[src/rtl/ddr_init_pkg.sv]
package ddr_init_pkg;

  localparam int ADDR_W = 13;
  localparam int BA_W   = 2;

  typedef enum logic [3:0] {
    ST_POWER, ST_CKE, ST_PRE1, ST_EMRS, ST_MRS_RST,
    ST_PRE2, ST_REF, ST_MRS_FIN, ST_DONE
  } init_step_e;

  // {cs_n, ras_n, cas_n, we_n}
  localparam logic [3:0] CMD_NOP  = 4'b0111;
  localparam logic [3:0] CMD_PRE  = 4'b0010;
  localparam logic [3:0] CMD_REF  = 4'b0001;
  localparam logic [3:0] CMD_MODE = 4'b0000;

  function automatic logic [ADDR_W-1:0] mode_word(
    input logic [2:0] burst, input logic ilv,
    input logic [2:0] lat, input logic loop_rst);
    logic [ADDR_W-1:0] w;
    w      = '0;
    w[2:0] = burst;
    w[3]   = ilv;
    w[6:4] = lat;
    w[8]   = loop_rst;
    return w;
  endfunction

  function automatic logic [ADDR_W-1:0] ext_word(input logic [1:0] drv);
    logic [ADDR_W-1:0] w;
    w    = '0;   // A0 = 0 keeps the loop enabled
    w[1] = drv[0];
    w[6] = drv[1];
    return w;
  endfunction

  function automatic int max2(input int a, input int b);
    return (a > b) ? a : b;
  endfunction

endpackage

[src/rtl/ddr_init_lock.sv]
module ddr_init_lock #(
  parameter int LOCK_CYC = 200
) (
  input  logic clk,
  input  logic rst_n,
  input  logic armed,
  output logic lock_ok
);
  localparam int LW = (LOCK_CYC > 1) ? $clog2(LOCK_CYC) : 1;

  logic [LW-1:0] remain;

  always_ff @(posedge clk or negedge rst_n) begin
    if (!rst_n)                     remain <= LW'(LOCK_CYC - 1);
    else if (armed && remain != '0) remain <= remain - 1'b1;
  end

  assign lock_ok = (remain == '0);
endmodule

[src/rtl/ddr_init_fsm.sv]
module ddr_init_fsm
  import ddr_init_pkg::*;
#(
  parameter int STARTUP_CYC = 20000,
  parameter int T_RP        = 3,
  parameter int T_MRD       = 2,
  parameter int T_RFC       = 14,
  parameter int N_REF       = 2
) (
  input  logic       clk,
  input  logic       rst_n,
  input  logic       lock_ok,
  output init_step_e step,
  output logic       first
);
  localparam int MAXW  = max2(max2(STARTUP_CYC, T_RFC), max2(T_RP, T_MRD));
  localparam int CNT_W = $clog2(MAXW + 1);
  localparam int REF_W = (N_REF > 1) ? $clog2(N_REF) : 1;

  logic [CNT_W-1:0] cnt;
  logic [REF_W-1:0] refs_left;
  logic             step_end;

  function automatic logic [CNT_W-1:0] wait_of(input init_step_e s);
    case (s)
      ST_POWER:                      return CNT_W'(STARTUP_CYC - 1);
      ST_PRE1, ST_PRE2:              return CNT_W'(T_RP - 1);
      ST_EMRS, ST_MRS_RST, ST_MRS_FIN: return CNT_W'(T_MRD - 1);
      ST_REF:                        return CNT_W'(T_RFC - 1);
      default:                       return '0;
    endcase
  endfunction

  function automatic init_step_e next_of(input init_step_e s);
    case (s)
      ST_POWER:   return ST_CKE;
      ST_CKE:     return ST_PRE1;
      ST_PRE1:    return ST_EMRS;
      ST_EMRS:    return ST_MRS_RST;
      ST_MRS_RST: return ST_PRE2;
      ST_PRE2:    return ST_REF;
      ST_REF:     return ST_MRS_FIN;
      default:    return ST_DONE;
    endcase
  endfunction

  assign step_end = (step != ST_DONE) && (cnt == '0) &&
                    ((step != ST_MRS_FIN) || lock_ok);

  always_ff @(posedge clk or negedge rst_n) begin
    if (!rst_n) begin
      step      <= ST_POWER;
      cnt       <= wait_of(ST_POWER);
      first     <= 1'b1;
      refs_left <= REF_W'(N_REF - 1);
    end else if (step_end) begin
      first <= 1'b1;
      if (step == ST_REF && refs_left != '0) begin
        refs_left <= refs_left - 1'b1;
        cnt       <= wait_of(ST_REF);
      end else begin
        step <= next_of(step);
        cnt  <= wait_of(next_of(step));
      end
    end else begin
      first <= 1'b0;
      if (cnt != '0) cnt <= cnt - 1'b1;
    end
  end
endmodule

[src/rtl/ddr_init_bus.sv]
module ddr_init_bus
  import ddr_init_pkg::*;
#(
  parameter logic [2:0] BURST_CODE   = 3'b011,
  parameter logic       INTERLEAVE   = 1'b0,
  parameter logic [2:0] LATENCY_CODE = 3'b011,
  parameter logic [1:0] DRIVE_SEL    = 2'b00
) (
  input  init_step_e        step,
  input  logic              issue,
  input  logic              sched_cke,
  input  logic [3:0]        sched_cmd,
  input  logic [ADDR_W-1:0] sched_addr,
  input  logic [BA_W-1:0]   sched_ba,
  output logic              cke,
  output logic [3:0]        cmd,
  output logic [ADDR_W-1:0] addr,
  output logic [BA_W-1:0]   ba
);
  always_comb begin
    cke  = (step != ST_POWER);
    cmd  = CMD_NOP;
    addr = '0;
    ba   = '0;
    if (step == ST_DONE) begin
      cke  = sched_cke;
      cmd  = sched_cmd;
      addr = sched_addr;
      ba   = sched_ba;
    end else if (issue) begin
      case (step)
        ST_PRE1, ST_PRE2: begin
          cmd      = CMD_PRE;
          addr[10] = 1'b1;
        end
        ST_EMRS: begin
          cmd  = CMD_MODE;
          ba   = 2'b01;
          addr = ext_word(DRIVE_SEL);
        end
        ST_MRS_RST: begin
          cmd  = CMD_MODE;
          addr = mode_word(BURST_CODE, INTERLEAVE, LATENCY_CODE, 1'b1);
        end
        ST_REF:     cmd = CMD_REF;
        ST_MRS_FIN: begin
          cmd  = CMD_MODE;
          addr = mode_word(BURST_CODE, INTERLEAVE, LATENCY_CODE, 1'b0);
        end
        default: ;
      endcase
    end
  end
endmodule

[src/rtl/ddr_init_seq.sv]
module ddr_init_seq
  import ddr_init_pkg::*;
#(
  parameter int         CLK_MHZ         = 100,
  parameter int         STARTUP_US      = 200,
  parameter int         SIM_STARTUP_CYC = 0,
  parameter int         DLL_LOCK_CYC    = 200,
  parameter int         T_RP            = 3,
  parameter int         T_MRD           = 2,
  parameter int         T_RFC           = 14,
  parameter int         N_REF           = 2,
  parameter logic [2:0] BURST_CODE      = 3'b011,
  parameter logic       INTERLEAVE      = 1'b0,
  parameter logic [2:0] LATENCY_CODE    = 3'b011,
  parameter logic [1:0] DRIVE_SEL       = 2'b00
) (
  input  logic        clk,
  input  logic        rst_n,
  input  logic        sched_cke,
  input  logic        sched_cs_n,
  input  logic        sched_ras_n,
  input  logic        sched_cas_n,
  input  logic        sched_we_n,
  input  logic [12:0] sched_addr,
  input  logic [1:0]  sched_ba,
  output logic        mem_cke,
  output logic        mem_cs_n,
  output logic        mem_ras_n,
  output logic        mem_cas_n,
  output logic        mem_we_n,
  output logic [12:0] mem_addr,
  output logic [1:0]  mem_ba,
  output logic        init_done
);
  localparam int STARTUP_CYC = (SIM_STARTUP_CYC > 0) ? SIM_STARTUP_CYC
                                                     : CLK_MHZ * STARTUP_US;

  init_step_e step;
  logic       cmd_issue;
  logic       lock_ok;
  logic       lock_armed;
  logic [3:0] bus_cmd;

  assign lock_armed = step inside {ST_MRS_RST, ST_PRE2, ST_REF, ST_MRS_FIN, ST_DONE};

  ddr_init_lock #(.LOCK_CYC(DLL_LOCK_CYC)) u_lock (
    .clk(clk), .rst_n(rst_n), .armed(lock_armed), .lock_ok(lock_ok)
  );

  ddr_init_fsm #(
    .STARTUP_CYC(STARTUP_CYC), .T_RP(T_RP), .T_MRD(T_MRD),
    .T_RFC(T_RFC), .N_REF(N_REF)
  ) u_fsm (
    .clk(clk), .rst_n(rst_n), .lock_ok(lock_ok), .step(step), .first(cmd_issue)
  );

  ddr_init_bus #(
    .BURST_CODE(BURST_CODE), .INTERLEAVE(INTERLEAVE),
    .LATENCY_CODE(LATENCY_CODE), .DRIVE_SEL(DRIVE_SEL)
  ) u_bus (
    .step(step), .issue(cmd_issue), .sched_cke(sched_cke),
    .sched_cmd({sched_cs_n, sched_ras_n, sched_cas_n, sched_we_n}),
    .sched_addr(sched_addr), .sched_ba(sched_ba),
    .cke(mem_cke), .cmd(bus_cmd), .addr(mem_addr), .ba(mem_ba)
  );

  assign {mem_cs_n, mem_ras_n, mem_cas_n, mem_we_n} = bus_cmd;
  assign init_done = (step == ST_DONE);
endmodule

[config.mk]
export PLATFORM = sky130hd
export DESIGN_NAME = ddr_init_seq
export DESIGN_NICKNAME = d
export VERILOG_FILES = /design/src/rtl/ddr_init_pkg.sv /design/src/rtl/ddr_init_lock.sv /design/src/rtl/ddr_init_fsm.sv /design/src/rtl/ddr_init_bus.sv /design/src/rtl/ddr_init_seq.sv
export SDC_FILE = /design/constraint.sdc
export NUM_CORES = 1
export LEC_CHECK = 0
export BUFFER_PORTS_ARGS = -buffer_cell sky130_fd_sc_hd__buf_4
export CAP_MARGIN = 20
export CORE_MARGIN = 5
export CORE_UTILIZATION = 40
export CTS_CLUSTER_SIZE = 20
export DETAILED_ROUTE_END_ITERATION = 6
export GPL_TIMING_DRIVEN = 1
export PLACE_DENSITY = 0.59
export SYNTH_ARGS = -nofsm -noshare
export SYNTH_HDL_FRONTEND = slang
export SYNTH_SLANG_ARGS = --single-unit
[constraint.sdc]
create_clock -name clk -period 3 [get_ports clk]
set_clock_uncertainty 0.1 [all_clocks]
set_input_delay 0.3 -clock clk [delete_from_list [all_inputs] [get_ports clk]]
set_output_delay 0.3 -clock clk [all_outputs]
set_load 0.03 [all_outputs]
# After elaboration in Yosys (flattened, before gate mapping)
# Index checks and enable logic that the tools add are counted.
dict set report totals {
  out_inout_bits 21
  regBits 29
}
dict set report classes {
  reduce_logical 20
  n_addsub 3
  bitwise_logic 1
  muxes 19
  eq_ne 16
}
# op n
set ops {}
lappend ops {{15-bit one-hot mux with 4 select lines} 1}
lappend ops {{15-bit two-way mux} 3}
lappend ops {{4-bit by 3-bit equality test with 1-bit output, second input constant} 8}
lappend ops {{4-bit one-hot mux with 7 select lines} 1}
lappend ops {{9-bit one-hot mux with 2 select lines} 1}
lappend ops {{4-bit by 2-bit equality test with 1-bit output, second input constant} 4}
lappend ops {{4-bit two-way mux} 4}
lappend ops {{15-bit logical NOT} 1}
lappend ops {{15-bit nonzero test} 1}
lappend ops {{15-bit by 1-bit subtractor with 15-bit output, second input constant} 1}
lappend ops {{13-bit two-way mux} 1}
lappend ops {{11-bit two-way mux} 1}
lappend ops {{3-bit one-hot mux with 3 select lines} 1}
lappend ops {{4-bit logical NOT} 2}
lappend ops {{8-bit logical NOT} 1}
lappend ops {{8-bit nonzero test} 1}
lappend ops {{8-bit by 1-bit subtractor with 8-bit output, second input constant} 1}
lappend ops {{3-bit OR reduction} 2}
lappend ops {{5-bit nonzero test} 1}
lappend ops {{4-bit by 1-bit equality test with 1-bit output, second input constant} 1}
lappend ops {{4-bit equality test, second input constant} 1}
lappend ops {{1-bit logical AND} 4}
lappend ops {{1-bit two-way mux} 4}
lappend ops {{2-bit two-way mux} 2}
lappend ops {{9 further kinds} 11}

# Depth between registers and ports, before layout
# Gate-level depths: netlist of run 1.
dict set report depth {
  ltp_word 9
  depth_mapped 7
  ltp_nobuf 6
}

# Modules after synthesis
# A second synthesis of run 1 with hierarchy kept.
dict set report unflattened {
  hier_cells 203
  area_unflattened_um2 1909.3
}
# mod cells_per_inst seq_area_each_um2 n_inst area_each_um2
set modules_own_cells {}
lappend modules_own_cells {ddr_init_fsm 109 539.3 1 1153.6}
lappend modules_own_cells {ddr_init_lock 41 206.4 1 429.2}
lappend modules_own_cells {ddr_init_bus 50 0.0 1 291.5}
lappend modules_own_cells {ddr_init_seq 3 0.0 1 35.0}

# Worst setup path before layout of run 1
# No wires, ideal clock.
dict set report synth_timing {
  path_kind {flip-flop to output port}
  startpoint {reg u_fsm.step[0]}
  endpoint {out mem_addr[11]}
  stages_incl_launch_ff 6
  n_path_buf 2
  t_arrival_ps 2191
  path_slack_ps 409
  cell_sequence {dfrtp_1 -> or4b_1 -> inv_1 -> clkbuf_1 -> clkbuf_1 -> and2_1}
}
dict set report synth_between {
  elab_chain_len 2
}
# element line
set synth_lines {}
lappend synth_lines {{start, declared} ddr_init_fsm.sv:13} ;# output init_step_e step,
lappend synth_lines {{start signal, assigned} ddr_init_fsm.sv:62} ;# step <= next_of(step);
lappend synth_lines {{4-bit equality test} n/a}
lappend synth_lines {{net init_done} ddr_init_seq.sv:33} ;# output logic init_done
lappend synth_lines {{13-bit two-way mux} ddr_init_bus.sv:25} ;# if (step == ST_DONE) begin
lappend synth_lines {{end, declared} ddr_init_seq.sv:31} ;# output logic [12:0] mem_addr,
# The timed path passes the listed nets, and every way through them passes these cells.

# Worst setup path after layout of run 1
dict set report layout_timing {
  startpoint {reg u_fsm.step[1]}
  endpoint {out mem_addr[10]}
}
dict set report layout_between {
  elab_chain_len 5
  elab_cells_between_ends 7
}
# element line
set layout_lines {}
lappend layout_lines {{4-bit by 3-bit equality test with 1-bit output / 4-bit by 2-bit equality test with 1-bit output (equally long branches)} ddr_init_bus.sv:31} ;# case (step)
lappend layout_lines {{2-bit OR reduction} ddr_init_bus.sv:31}
lappend layout_lines {{1-bit two-way mux} ddr_init_bus.sv:31}
lappend layout_lines {{11-bit two-way mux} ddr_init_bus.sv:30} ;# end else if (issue) begin
lappend layout_lines {{13-bit two-way mux *} ddr_init_bus.sv:25}
# Every way passes the cells marked *; elsewhere a longest branch is shown, timed or not.

==> flow_summary.ini, run 1 <==
[synth]
synth_edf_count = 0
ys_warn_count = 0
syn-cell-area_um2 = 1760
synthFlopType = dfstp_2
postSynthAreaPerCell_um2 = 9.22
ys_seq_elements = 29
postSynthCellCount = 191
synth_cell_types = 46
seq_area_frac_synth = 0.424
async_reset_ff_frac = 1.00
syn_nets = 215

[worst_setup_path]
r2r_cells = 4
crit_type = register to output port
r2r_end = u_fsm.step[0]
endpoint = mem_addr[10]
cpPeakStageDelay_ns = 0.63
start_kind = register
crit_slowest_cell = or4b_1
regToRegSetupSlack_ns = 0.54
crit_fanout = 20
crit_start = u_fsm.step[1]
arrival_ns = 2.15
crit_chain = or4b_1 > inv_1 > a22o_1 > buf_4
cp_num_buf_inv = 2
worst-path-stages = 4
crit_family = simple AND/OR/NAND/NOR gates
cp.required_ns = 2.60
rr_startpoint = u_fsm.cnt[7]
endpoint_kind = output port

[clock_tree]
clock_sinks = 29
cts_resized = 0
h-tree-depth = 2
cts.root.buffer_cell = clkbuf_8
cts_buffers = 5
insertion_delay_ns = 0.28
clkTransAtPathRegs_ns = 0.07
cts_tree = yes
clockBufferDepth = 2

[detailed_routing]
routed_via_density = 5.11
drt_iter0_drc = 31
wl_per_cell_um = 13.8
firstDrtPassIters = 4
drc = 0
num_vias = 1486
finalWirelength_um = 4020
antenna_left = 0

[pwr]
p_comb_frac = 0.101
p_sw_w = 0.000204
power_density_nw_per_um2 = 400
swShare = 0.225
clkPwrFrac = 0.468
leakage_nw = 1.15
seqPwrFrac = 0.432
p_int_w = 0.000704
peakVddDrop_uv = 309

[run]
maxCapViolations = 0

[place]
hpwl_um = 2910
portBuffers = 42
finalWeightedCongestion = 0.731
pre_cts_slack_ns = 0.558

[sta]
finalMaxSlewViolations = 0
hold_viol_final = 0
setup_ws_ns = 0.450
fmaxAchievable_ghz = 0.392
slew_headroom = 0.602
setup-violations-final = 0
worstMarginPinSlew_ns = 0.583
tns_ns = 0
rsz0062_at_grt = false
post-route-period-util = 0.850
fin_crit_ns = 2.55

[die]
dieArea_um2 = 5830
die_width_um = 76.3
die_h_um = 76.3
rows = 24
start_util = 0.407
io_pins = 43
fp.coreArea_um2 = 4320

[global_routing]
grt_usage = 0.144
antenna_found_initial = 0
grt_pass1_wl_um = 7040
grt_pass1_vias = 1481
gr-total-overflow = 0
grt_max_degree = 30

[final_layout]
nets = 262
syn_to_final_growth_pct = 29.1
diodes = 0
final_cell_mix = 48 x buf_4, 18 x nor2_1, 16 x dfstp_2
drive_above_1_share = 0.318
fillers = 430
final_common_cell = buf_4

[outcome]
status = completed

[worst_hold_path]
hold_path.class = register to register
min_delay_path_depth = 2
worstHoldStart = u_fsm.refs_left
power by group through the flow:
stage | registers [W] | clock network [W] | logic (W)
4_1_cts | 0.000392 | 0.000439 | 0.0000931
3_5_place_dp | 0.000399 | 0 | 0.0000919
3_3_place_gp | 0.000399 | 0 | 0.0000915
2_1_floorplan | 0.000399 | 0 | 0.0000412
6_report | 0.000392 | 0.000425 | 0.0000916
5_1_grt | 0.000392 | 0.000459 | 0.0000986
cell usage after synthesis, types with 3 or more instances:
cell	number	area (um2)
xnor2_1	6	52.6
clkbuf_1	7	26.3
o21ai_0	6	30.0
nand3b_1	3	22.5
inv_1	9	33.8
nor2b_1	4	25.0
nand2_1	8	30.0
a22o_1	3	26.3
or3_1	4	25.0
xor2_1	10	87.6
a21o_1	6	45.0
and2_1	9	56.3
dfstp_2	16	420
nor3_1	12	60.1
nor4_1	6	37.5
nor3b_1	3	22.5
a21oi_1	11	55.1
or4_1	4	30.0
nor2_1	18	67.6
dfrtp_1	13	325
sequential cells by signal, summed over array words and instances, names as in the netlist:
signal	flops
u_lock.remain	8
u_fsm.refs_left	1
u_fsm.first	1
u_fsm.step	4
u_fsm.cnt	15
repair_timing:
| item | CTS | global route |
|---|---|---|
| hold buffers | 1 | 0 |
| endpoints found under the hold margin | 13 | 0 |
| endpoints found under the setup margin | 0 | 0 |
| buffers inserted | 0 | 0 |
logic make-up (layout without fill, tap and decap cells):
logic type / after synthesis / count (layout) / synth area share
xor gates and xnor gates: 16 / 16 / 0.0796
AOI/OAI and AO/OA: 41 / 41 / 0.156
buffers and inverters: 18 / 66 / 0.0434
and+or+nand+nor: 83 / 83 / 0.271
DFF: 29 / 29 / 0.424
muxes: 2 / 2 / 0.0128
adders and majority gates: 2 / 2 / 0.0142
layer usage:
layer  vias to the layer above  GRT usage  wire [um]
met5                         -          0          0
met4                         0     0.0420         27
met3                         3     0.0414        207
met2                        31      0.216       1830
met1                       675      0.201       1960
li1                        777          -          -
worst register-to-register path, stage by stage (launching register included):
cell,delay [ns]
dfrtp_1,0.42
or4_1,0.63
or4_4,0.64
nor4_4,0.22
mux2_1,0.35
worst min path at each step:
stage,to,slack (ns)
after floorplan,u_fsm.cnt[12],-0.1
after global placement,u_fsm.cnt[7],0.14
after detailed placement,u_fsm.cnt[7],0.15
after CTS,u_fsm.refs_left,0.35
after global routing,u_fsm.refs_left,0.39
final,u_fsm.refs_left,0.35
through the flow:
stage          total power (W)  utilization  hold slack (ns)  std cells  cell area (um2)
6_report              0.000909        0.526            0.350        291             2270
5_1_grt               0.000949        0.526            0.385        291             2270
4_1_cts               0.000924        0.526            0.353        291             2270
3_5_place_dp          0.000490        0.496            0.149        282             2140
3_3_place_gp          0.000490        0.496            0.145        282             2140
2_1_floorplan         0.000440            -          -0.0956        191             1760
cell type report:
| cell class | count | area [um2] | area share |
|---|---|---|---|
| tap | 52 | 65.1 | 0.0286 |
| inverter | 9 | 33.8 | 0.0149 |
| clock buffer | 6 | 82.6 | 0.0363 |
| sequential | 29 | 746 | 0.328 |
| timing repair buffer | 49 | 370 | 0.163 |
| multi-input combinational | 144 | 938 | 0.413 |
| clock inverter | 2 | 37.5 | 0.0165 |
(Power assumes the default switching activity.)
==> run 2: changes to the inputs <==
- PLACE_DENSITY: 0.59 -> 0.73
==> flow_summary.ini, run 2 (synthesized netlist as in run 1, its figures left out) <==
[detailed_routing]
finalWirelength_um = 3910
routed_via_density = 5.21
wl_per_cell_um = 13.5
drc = 0
firstDrtPassIters = 4
num_vias = 1511
antenna_left = 0
drt_iter0_drc = 72

[final_layout]
top_register = u_fsm.cnt
final_cell_mix = 47 x buf_4, 18 x nor2_1, 16 x dfstp_2
drive_above_1_share = 0.311
diodes = 0
syn_to_final_growth_pct = 28.5
reg_top3 = u_fsm.cnt x15, u_lock.remain x8, u_fsm.step x4
largest_reg_flops = 15
post-route-util = 0.523
nets = 261
fin_area_um2 = 2260
final_common_cell = buf_4

[die]
rows = 24
io_pins = 43
dieArea_um2 = 5830
die_h_um = 76.3
die_width_um = 76.3
start_util = 0.407
fp.coreArea_um2 = 4320

[global_routing]
grt_usage = 0.137
grt_max_degree = 30
antenna_found_initial = 0
grt_pass1_vias = 1509
grt_pass1_wl_um = 6540
gr-total-overflow = 0

[pwr]
power_density_nw_per_um2 = 402
leakage_nw = 1.14
peakVddDrop_uv = 315

[clock_tree]
h-tree-depth = 2
clock_sinks = 29
insertion_delay_ns = 0.28
cts_tree = yes
clockBufferDepth = 2
cts_buffers = 5
cts.root.buffer_cell = clkbuf_8
ctsHoldBuffers = 1
cts_resized = 0
clkTransAtPathRegs_ns = 0.06
post_cts_buffers = 0

[worst_hold_path]
hold_path.class = register to register

[worst_setup_path]
crit_type = register to output port
cpPeakStageDelay_ns = 0.67
cp.required_ns = 2.60
crit_slowest_cell = or4b_1
crit_chain = or4b_1 > inv_1 > a22o_1 > buf_4
crit_fanout = 20
cp_num_buf_inv = 2
start_kind = register
arrival_ns = 2.31
crit_family = simple AND/OR/NAND/NOR gates
endpoint_kind = output port

[sta]
rsz0062_at_grt = false
setup-violations-final = 0
tns_ns = 0
slew_headroom = 0.605
post-route-period-util = 0.905
hold_slack_ns = 0.351
finalMaxSlewViolations = 0
hold_viol_final = 0
fin_crit_ns = 2.71
worstMarginPinSlew_ns = 0.588
fmaxAchievable_ghz = 0.368

[place]
portBuffers = 42
place_area_um2 = 2140
finalWeightedCongestion = 0.755
hpwl_um = 2770

[run]
maxCapViolations = 0

[outcome]
status = completed
-- run 2: power by group --
group	switching (W)	leakage, nW	total, W	internal (W)
clock	0.000155	0.0585	0.000425	0.000271
sequential	0	0.341	0.000392	0.000392
combinational	0.0000493	0.743	0.0000917	0.0000424
total	0.000204	1.14	0.000909	0.000705
-- run 2: area by class of cell --
cell class	count	area, um2
multi-input combinational	144	938
sequential	29	746
inverter	9	33.8
fill	413	2060
tap	52	65.1
timing repair buffer	48	363
clock buffer	7	86.3
clock inverter	1	30.0
-- run 2: worst paths after layout --
path	startpoint	endpoint	slack [ns]	cells past startpoint
max	u_fsm.step[0]	mem_addr[10]	0.29	4
min	u_fsm.refs_left	u_fsm.refs_left	0.35	2
max reg2reg	u_fsm.cnt[7]	u_fsm.step[0]	0.54	4
min reg2reg	u_fsm.refs_left	u_fsm.refs_left	0.35	2
max in group asynchronous	rst_n	u_fsm.first	2.10	2
min in group asynchronous	rst_n	u_fsm.cnt[5]	0.38	2
-- run 2: through the flow --
step	total power (W)	cells	setup WS, ns
final	0.000909	290	0.286
after global routing	0.000951	290	0.117
after CTS	0.000928	290	0.249
after detailed placement	0.000490	281	0.561
after global placement	0.000490	281	0.593
after floorplan	0.000440	191	0.409
-- run 2: worst reg2reg max path: stages (launching register included) --
cell and delay (ns):
dfrtp_1 0.42, or4_1 0.62, or4_4 0.63, nor4_4 0.22, mux2_1 0.35
-- run 2: layer usage --
layer	share of wire	vias up	global-route usage	wire length (um)
met3	0.043	2	0.0520	167
met2	0.48	28	0.216	1860
met4	0.0018	0	0.0542	7
li1	-	771	-	-
met1	0.48	710	0.168	1880
met5	0	-	0	0
==> run 3: changes to the inputs <==
- ABC_AREA: default -> 1
- PLACE_DENSITY: 0.73 -> 0.72
==> flow_summary.ini, run 3 <==
[pwr]
leakage_nw = 1.29
peakVddDrop_uv = 156
power_density_nw_per_um2 = 328

[worst_setup_path]
r2r_end = u_lock.remain[6]
endpoint_kind = output port
arrival_ns = 1.74
r2r_cells = 8
crit_type = register to output port
start_kind = register
crit_fanout = 17
rr_startpoint = u_lock.remain[0]
regToRegSetupSlack_ns = 1.18
cp.required_ns = 2.60
crit_start = u_fsm.step[1]
endpoint = mem_ba[0]

[sta]
tns_ns = 0
slew_headroom = 0.768
hold_viol_final = 0
rsz0062_at_grt = false
worstMarginPinSlew_ns = 0.348
hold_slack_ns = 0.361
fin_crit_ns = 2.14
post-route-period-util = 0.712
finalMaxSlewViolations = 0
setup-violations-final = 0
fmaxAchievable_ghz = 0.468

[detailed_routing]
firstDrtPassIters = 4
finalWirelength_um = 3990
antenna_left = 0
num_vias = 1751
drt_iter0_drc = 66
wl_per_cell_um = 10.9
drc = 0
routed_via_density = 4.77

[final_layout]
reg_top3 = u_fsm.cnt x15, u_lock.remain x8, u_fsm.step x4
diodes = 0
post-route-util = 0.506
finalNonFillerCells = 367
syn_to_final_growth_pct = 24.3
final_common_cell = nand2_1
largest_reg_flops = 15
drive_above_1_share = 0.294
top_register = u_fsm.cnt
final_cell_mix = 61 x nand2_1, 44 x nor2_1, 42 x buf_4
nets = 336

[global_routing]
antenna_found_initial = 0
grt_pass1_vias = 1651
grt_max_degree = 30
grt_pass1_wl_um = 7050
grt_usage = 0.140
gr-total-overflow = 0

[synth]
synth.most_common_cell = nand2_1
seq_area_frac_synth = 0.390
synth_common_cells = 61 x nand2_1, 44 x nor2_1, 34 x inv_1
synth_xor_xnor_area_share = 0.0596
synth_compound_area_frac = 0.0976
synth_cell_types = 32
synth_top_area_share = 0.220
async_reset_ff_frac = 1.00
syn_nets = 288
postSynthCellCount = 264
postSynthAreaPerCell_um2 = 7.24
synth_top_area_cell = dfstp_2
synth_mux_area_frac = 0
synthFlopType = dfstp_2
ys_seq_elements = 29
synth_fa_ha_area_frac = 0.0131
synth_top_family_by_area = simple AND/OR/NAND/NOR gates
synth.area.top_cells = dfstp_2 22%, dfrtp_1 17%, nand2_1 12%
synth-simple-area-share = 0.354
synth_edf_count = 0
syn-cell-area_um2 = 1910
ys_warn_count = 0

[worst_hold_path]
hold_path.class = register to register

[die]
rows = 25
io_pins = 43
start_util = 0.407
die_h_um = 79.1
die_width_um = 79.1
dieArea_um2 = 6260
fp.coreArea_um2 = 4690

[clock_tree]
cts_buffers = 5
cts_tree = yes
clkTransAtPathRegs_ns = 0.06
clock_sinks = 29
h-tree-depth = 2
cts.root.buffer_cell = clkbuf_8
cts_resized = 0
clockBufferDepth = 2
insertion_delay_ns = 0.28

[outcome]
status = completed

[place]
hpwl_um = 3210
finalWeightedCongestion = 0.849
dp.cells = 358
portBuffers = 42

[run]
maxCapViolations = 0
## run 3: worst min path at each step
| stage | start | to | slack (ns) | cells after the start |
|---|---|---|---|---|
| 2_1_floorplan | rst_n | u_fsm.cnt[12] | -0.1 | 0 |
| 3_3_place_gp | rst_n | u_lock.remain[5] | 0.14 | 1 |
| 3_5_place_dp | rst_n | u_lock.remain[5] | 0.14 | 1 |
| 4_1_cts | u_fsm.refs_left | u_fsm.refs_left | 0.36 | 1 |
| 5_1_grt | u_fsm.refs_left | u_fsm.refs_left | 0.38 | 1 |
| 6_report | u_fsm.refs_left | u_fsm.refs_left | 0.36 | 1 |
## run 3: logic make-up after synthesis
logic type      count (synthesis)
flops                          29
xor+xnor                       13
fa+ha+maj                       2
simple gates                  148
compound gates                 29
buf+inv                        43
## run 3: metrics by stage
| stage | total power, W | area, um2 | setup WS [ns] |
|---|---|---|---|
| floorplan | 0.000440 | 1910 | 0.998 |
| global placement | 0.000490 | 2280 | 1.13 |
| detailed placement | 0.000491 | 2280 | 1.13 |
| CTS | 0.000791 | 2370 | 0.826 |
| global route | 0.000822 | 2370 | 0.679 |
| finish | 0.000778 | 2370 | 0.864 |
## run 3: cell type report
cell class / instances / area [um2]
inverters: 41 / 154
clock buffers: 8 / 80.1
well taps: 54 / 67.6
flip-flops and latches: 29 / 746
repair buffers: 43 / 325
fillers: 458 / 2320
multi-input cells: 192 / 1000
## run 3: report_power, final
group          switching [W]  internal (W)   total, W
Clock               0.000130      0.000164   0.000294
Combinational      0.0000508     0.0000411  0.0000919
Sequential                 0      0.000393   0.000393
Total               0.000181      0.000598   0.000778
## run 3: timing repair
item	4_1_cts	5_1_grt
hold buffers	1	0
endpoints found under the setup margin	0	0
buffers inserted	0	0
hold endpoints to repair	13	0
## run 3: layer usage
layer,share of wire,vias up,routed length (um),track usage
met2,0.43,56,1730,0.222
met5,0,-,0,0
met4,0.020,0,79,0.0704
met1,0.45,767,1790,0.166
li1,-,922,-,-
met3,0.095,6,379,0.0510
## run 3: critical path: stages (launching register included)
cell     delay (ns)
dfrtp_1        0.45
nor2_4         0.19
nand3_4        0.23
inv_2          0.26
nand2_1        0.07
o21ai_0        0.08
buf_4          0.18
